==> src/rtl/jtag_stream_master.sv <==
module jtag_stream_master #(
  parameter int N  = 128,
  parameter int DW = 7,
  parameter int RW = 8
) (
  input  logic                      clk,
  input  logic                      rst_n,
  input  logic                      tms_we,
  input  logic [N-1:0]              tms_wdata,
  input  logic                      tdo_we,
  input  logic [N-1:0]              tdo_wdata,
  input  logic                      len_we,
  input  logic [$clog2(N+1)-1:0]    len_wdata,
  input  logic                      cfg_we,
  input  logic [DW-1:0]             cfg_div,
  input  logic                      cfg_launch_inv,
  input  logic                      cfg_capture_inv,
  input  logic                      cfg_idle_inv,
  input  logic [RW-1:0]             cfg_rst_len,
  input  logic                      go_shift,
  input  logic                      go_reset,
  input  logic                      tdi_i,
  output logic                      tck_o,
  output logic                      tms_o,
  output logic                      tdo_o,
  output logic                      rst_o,
  output logic [N-1:0]              rx_data,
  output logic                      busy,
  output logic                      done
);
  localparam int LW = $clog2(N+1);
  localparam int IW = $clog2(N);
  localparam int EW = $clog2(2*N);

  typedef enum logic [1:0] {M_IDLE, M_SHIFT, M_RSTP} mode_t;

  mode_t          mode;
  logic [N-1:0]   tms_q, tdo_q, rx_q;
  logic [LW-1:0]  len_q;
  logic [DW-1:0]  div_q, divcnt;
  logic [RW-1:0]  rlen_q, rcnt;
  logic           li_q, ci_q, ii_q;
  logic [EW-1:0]  ecnt;
  logic [IW-1:0]  idx, cidx;
  logic           ph, done_q;

  logic [LW-1:0]  nb;
  logic [LW:0]    two_nb;
  logic [EW-1:0]  last_e;
  logic           idle, shifting, tick, lead, cap_ev, launch_ev;

  assign idle     = (mode == M_IDLE);
  assign shifting = (mode == M_SHIFT);
  assign nb       = (len_q == '0) ? LW'(N) : len_q;
  assign two_nb   = {nb, 1'b0};
  assign last_e   = EW'(two_nb - (LW+1)'(1));
  assign tick     = (divcnt == div_q);
  assign lead     = ~ecnt[0];
  assign cap_ev   = shifting && tick && (lead ^ ci_q);
  assign launch_ev = shifting && tick &&
                     (li_q ? (lead && ecnt != '0) : (!lead && ecnt != last_e));

  always_ff @(posedge clk or negedge rst_n) begin
    if (!rst_n) begin
      tms_q  <= '0;
      tdo_q  <= '0;
      len_q  <= '0;
      div_q  <= '0;
      rlen_q <= '0;
      li_q   <= 1'b0;
      ci_q   <= 1'b0;
      ii_q   <= 1'b0;
    end else if (idle) begin
      if (tms_we) tms_q <= tms_wdata;
      if (tdo_we) tdo_q <= tdo_wdata;
      if (len_we) len_q <= len_wdata;
      if (cfg_we) begin
        div_q  <= cfg_div;
        li_q   <= cfg_launch_inv;
        ci_q   <= cfg_capture_inv;
        ii_q   <= cfg_idle_inv;
        rlen_q <= cfg_rst_len;
      end
    end
  end

  always_ff @(posedge clk or negedge rst_n) begin
    if (!rst_n) begin
      mode   <= M_IDLE;
      divcnt <= '0;
      ecnt   <= '0;
      idx    <= '0;
      cidx   <= '0;
      ph     <= 1'b0;
      rcnt   <= '0;
      rx_q   <= '0;
      done_q <= 1'b0;
    end else begin
      done_q <= 1'b0;
      case (mode)
        M_IDLE: begin
          if (go_shift) begin
            mode   <= M_SHIFT;
            divcnt <= '0;
            ecnt   <= '0;
            idx    <= '0;
            cidx   <= '0;
            ph     <= 1'b0;
            rx_q   <= '0;
          end else if (go_reset) begin
            mode <= M_RSTP;
            rcnt <= rlen_q;
          end
        end
        M_SHIFT: begin
          if (tick) begin
            divcnt <= '0;
            ph     <= ~ph;
            ecnt   <= ecnt + 1'b1;
            if (cap_ev) begin
              rx_q[cidx] <= tdi_i;
              cidx       <= cidx + 1'b1;
            end
            if (launch_ev) idx <= idx + 1'b1;
            if (ecnt == last_e) begin
              mode   <= M_IDLE;
              done_q <= 1'b1;
            end
          end else begin
            divcnt <= divcnt + 1'b1;
          end
        end
        M_RSTP: begin
          if (rcnt == '0) begin
            mode   <= M_IDLE;
            done_q <= 1'b1;
          end else begin
            rcnt <= rcnt - 1'b1;
          end
        end
        default: mode <= M_IDLE;
      endcase
    end
  end

  assign tck_o   = ii_q ^ (shifting & ph);
  assign tms_o   = shifting ? tms_q[idx] : ii_q;
  assign tdo_o   = shifting ? tdo_q[idx] : ii_q;
  assign rst_o   = ii_q ^ (mode == M_RSTP);
  assign rx_data = rx_q;
  assign busy    = !idle;
  assign done    = done_q;
endmodule

==> config.mk <==
export PLATFORM = sky130hd
export DESIGN_NAME = jtag_stream_master
export DESIGN_NICKNAME = d
export VERILOG_FILES = /design/src/rtl/jtag_stream_master.sv
export SDC_FILE = /design/constraint.sdc
export NUM_CORES = 1
export LEC_CHECK = 0
export BUFFER_PORTS_ARGS = -buffer_cell sky130_fd_sc_hd__buf_2
export CORE_MARGIN = 2
export CORE_UTILIZATION = 55
export DETAILED_ROUTE_END_ITERATION = 6
export PLACE_DENSITY = 0.8
export SLEW_MARGIN = 40
export SYNTH_ARGS = -nofsm -noshare
export SYNTH_HDL_FRONTEND = slang
export SYNTH_SLANG_ARGS = --single-unit
==> constraint.sdc <==
create_clock -name clk -period 3.42 [get_ports clk]
set_clock_uncertainty 0.2 [all_clocks]
set_input_delay 0.171 -clock clk [delete_from_list [all_inputs] [get_ports clk]]
set_output_delay 0.171 -clock clk [all_outputs]
set_load 0.02 [all_outputs]
==> flow_summary_export.csv <==
group,metric,value,unit
sta,period_needed,3.38,ns
critical_path,end_kind,"output pin",
layout,nFillCells,2274,
synth,synth_fa_ha_area_share,0.660,%
floorplan,die_w,199,µm
routing,via_count,18393,
critical_path,rr_worst_depth,7,
critical_path,start_kind,"flop",
routing,wl_per_cell,24.5,µm
layout,final-instance-count-excl-fill,2990,
clock_network,cts_tree,"yes",
critical_path,cpPeakStageDelay,0.50,ns
grt,grt_pass1_vias,19582,
pwr,p_per_area,737,nW/µm²
sta,setup_viol,0,
grt,grt_max_degree,146,
synth,synth_top_family_by_area,"multiplexers",
synth,synth-seq-area-share,54.1,%
hold_path,holdPathStages,3,
placed_design,place_worst_setup_slack,0.153,ns
sta,hold_viol,0,
critical_path,r2r_start,"divcnt[2]$_DFFE_PN0P_",
pwr,peakVddDrop,0.000540,V
critical_path,rr_endpoint,"rx_data[46]$_DFFE_PN0P_",
synth,synth_edf_count,0,
synth,synthXorXnorAreaFrac,1.30,%
placed_design,place.gp.congestion,0.904,
placed_design,portBuffers,424,
clock_network,ctsRootBufferMaster,"clkbuf_16",
synth,synth_cell_types,55,
synth,synth_compound_area_share,9.17,%
critical_path,slowest_stage,"mux4_2",
routing,final_antenna_net_count,0,
floorplan,io_pins,425,
critical_path,r2r_slack,0.16,ns
floorplan,start_util,55.6,%
run,maxCapViolCount,0,
placed_design,dpl.cell_count,2597,
synth,yosys.area.top_type,"dfrtp_1",
sta,drv_slew,0,
floorplan,die_y,199,µm
synth,synth_warnings,0,
grt,grt_usage,37.0,%
sta,tightestPinTransition,0.814,ns
grt,overflow,0,
routing,drtIter0Drc,1734,
synth,ys_seq_elements,451,
critical_path,crit_required,3.05,ns
floorplan,dieArea,39500,µm²
synth,ys.flop_type,"dfrtp_1",
hold_path,min_to,"len_q[1]$_DFFE_PN0P_",
synth,muxShareOfSynthArea,23.3,%
routing,wirelength,73200,µm
synth,syn-num-nets,2021,
sta,timing.final.ws_setup,0.0367,ns
layout,drive_above_1_share,37.6,%
synth,synth_top_area_share,54.1,%
layout,fin_area,28300,µm²
critical_path,critPathKind,"reg -> out",
status,outcome,"finished, violations left",
sta,timing.fmax,0.296,GHz
synth,syn-cell-area,20900,µm²
clock_network,cts.sinks,451,
clock_network,clkTransAtPathRegs,0.06,ns
synth,avgSynthCellArea,12.1,µm²
layout,utilization,75.5,%
synth,yosys.area_share.simple,8.66,%
routing,avgViaCountPerCell,6.15,
placed_design,hpwlAfterDp,42100,µm
routing,drtPass1Iterations,7,
critical_path,critical_path_arrival,3.01,ns
placed_design,postPlaceCellArea,23800,µm²
pwr,leakagePower,12.6,nW
layout,nets,2734,
hold_path,min_from,"len_we",
synth,synth_area_leaders,"dfrtp_1, mux2_2, mux4_2",
clock_network,insertion_delay,0.60,ns
clock_network,clockBufferDepth,3,
grt,antenna_found_initial,14,
layout,area.growth.synth_to_final,35.8,%
sta,tns,0,ns
floorplan,row_count,71,
hold_path,hp-class,"in -> reg",
floorplan,core,37500,µm²
critical_path,path_cells,"buf_12 -> buf_4 -> mux4_2 -> mux2i_1 -> nor3b_1 -> o32a_1 -> nor3_2 -> a311oi_2 -> clkbuf_4",
sta,slew_headroom,45.6,%
sta,finalCritPeriodShare,98.9,%
grt,grt_pass1_wl,111000,µm
status,violations,"DRC",
layout,final_cell_mix,"dfrtp_1, buf_2, dlygate4sd3_1",
clock_network,cts_buffers,47,
routing,drc,7,
layout,final_common_cell,"dfrtp_1",
critical_path,crit_fanout,10,
synth,synthCells,1719,
clock_network,h-tree-depth,2,
synth,synthArstFlopShare,100,%
cells by family after synthesis:
logic type / after synthesis
adders and majority gates: 11
AOI/OAI and AO/OA: 361
buffers and inverters: 135
xor gates and xnor gates: 31
and+or+nand+nor: 346
muxes: 384
DFF: 451
per-stage QoR:
step	hold WS, ns	total power [mW]
3_5_place_dp	0.0665	14.9
2_1_floorplan	-0.325	12.8
6_report	0.0696	20.9
3_3_place_gp	0.0556	14.5
5_1_grt	0.0675	21.6
4_1_cts	0.0198	20.1
worst max-delay path by stage:
stage                           from  slack (ns)                  endpoint  cells after the start
4_1_cts           idx[0]$_DFFE_PN0P_       0.003                     tdo_o                      7
6_report          idx[0]$_DFFE_PN0P_        0.04                     tdo_o                      9
5_1_grt           idx[0]$_DFFE_PN0P_       -0.04                     tdo_o                      9
3_5_place_dp   divcnt[2]$_DFFE_PN0P_        0.15   rx_data[21]$_DFFE_PN0P_                      7
2_1_floorplan     idx[1]$_DFFE_PN0P_        0.63                     tdo_o                      9
3_3_place_gp   divcnt[2]$_DFFE_PN0P_        0.35  rx_data[125]$_DFFE_PN0P_                      7
cell usage after synthesis (2+ instances only):
library cell	number
o31ai_1	3
clkbuf_1	83
a31oi_1	9
xor2_1	19
o22ai_1	7
nor2_1	45
o21ai_1	51
and2_1	3
mux2i_1	47
and3_1	4
nor4_1	2
o21ai_0	105
xnor2_1	12
mux2_2	284
nor3_1	21
nand2b_1	10
inv_1	16
nand3_1	146
a21oi_1	161
nor3b_1	2
nand3b_1	3
buf_4	4
buf_2	21
a211oi_1	3
ha_1	11
nor2b_1	10
mux4_2	53
a311oi_1	3
dfrtp_1	451
a22oi_1	11
nand2_1	57
or3b_2	2
buf_6	4
nand4_1	11
nor3_4	6
or3_1	15
buf_1	6
metal layers:
metal  vias to the layer above  global-route usage [%]  wire (µm)
met5                         -                       0          0
met4                         0                    26.1       5650
met3                       378                    8.05       6250
met2                      1224                    61.4      35600
met1                      9059                    42.9      25700
li1                       7732                       -          -
flip-flops by register name (all words and copies together), names as in the netlist, 2 cells and up:
name and count:
cidx 7, div_q 7, divcnt 7, ecnt 8, idx 7, len_q 8, mode 2, rcnt 8
rlen_q 8, rx_data 128, tdo_q 128, tms_q 128
report_power, final:
part / internal (mW) / total, mW / switching, mW
registers: 7.18 / 8.61 / 1.43
clock network: 2.79 / 4.96 / 2.17
logic: 3.74 / 7.29 / 3.55
timing repair:
action	CTS	global route
endpoints found under the setup margin	2	3
resized for setup	2	10
hold buffers	286	1
hold endpoints to repair	551	24
pin swaps	0	0
setup buffers	5	3
gates cloned	0	1
worst max-delay path, delay by kind of cell, from the launching register on:
kind | cells | cell delay [ns]
buffers and inverters | 3 | 0.52
muxes | 2 | 0.73
and+or+nand+nor | 2 | 0.30
AOI/OAI and AO/OA | 2 | 0.46
DFF | 1 | 0.42
area by class of cell:
class / instances / area (µm²) / area share [%]
Inverter: 17 / 63.8 / 0.225
Sequential cell: 451 / 11300 / 39.9
Clock inverter: 7 / 53.8 / 0.190
Antenna cell: 16 / 40.0 / 0.141
Multi-Input combinational cell: 1133 / 9060 / 32.0
Tap cell: 511 / 639 / 2.26
Clock buffer: 73 / 1400 / 4.93
Timing Repair Buffer: 782 / 5770 / 20.4
Power figures use the tool's default switching activity.
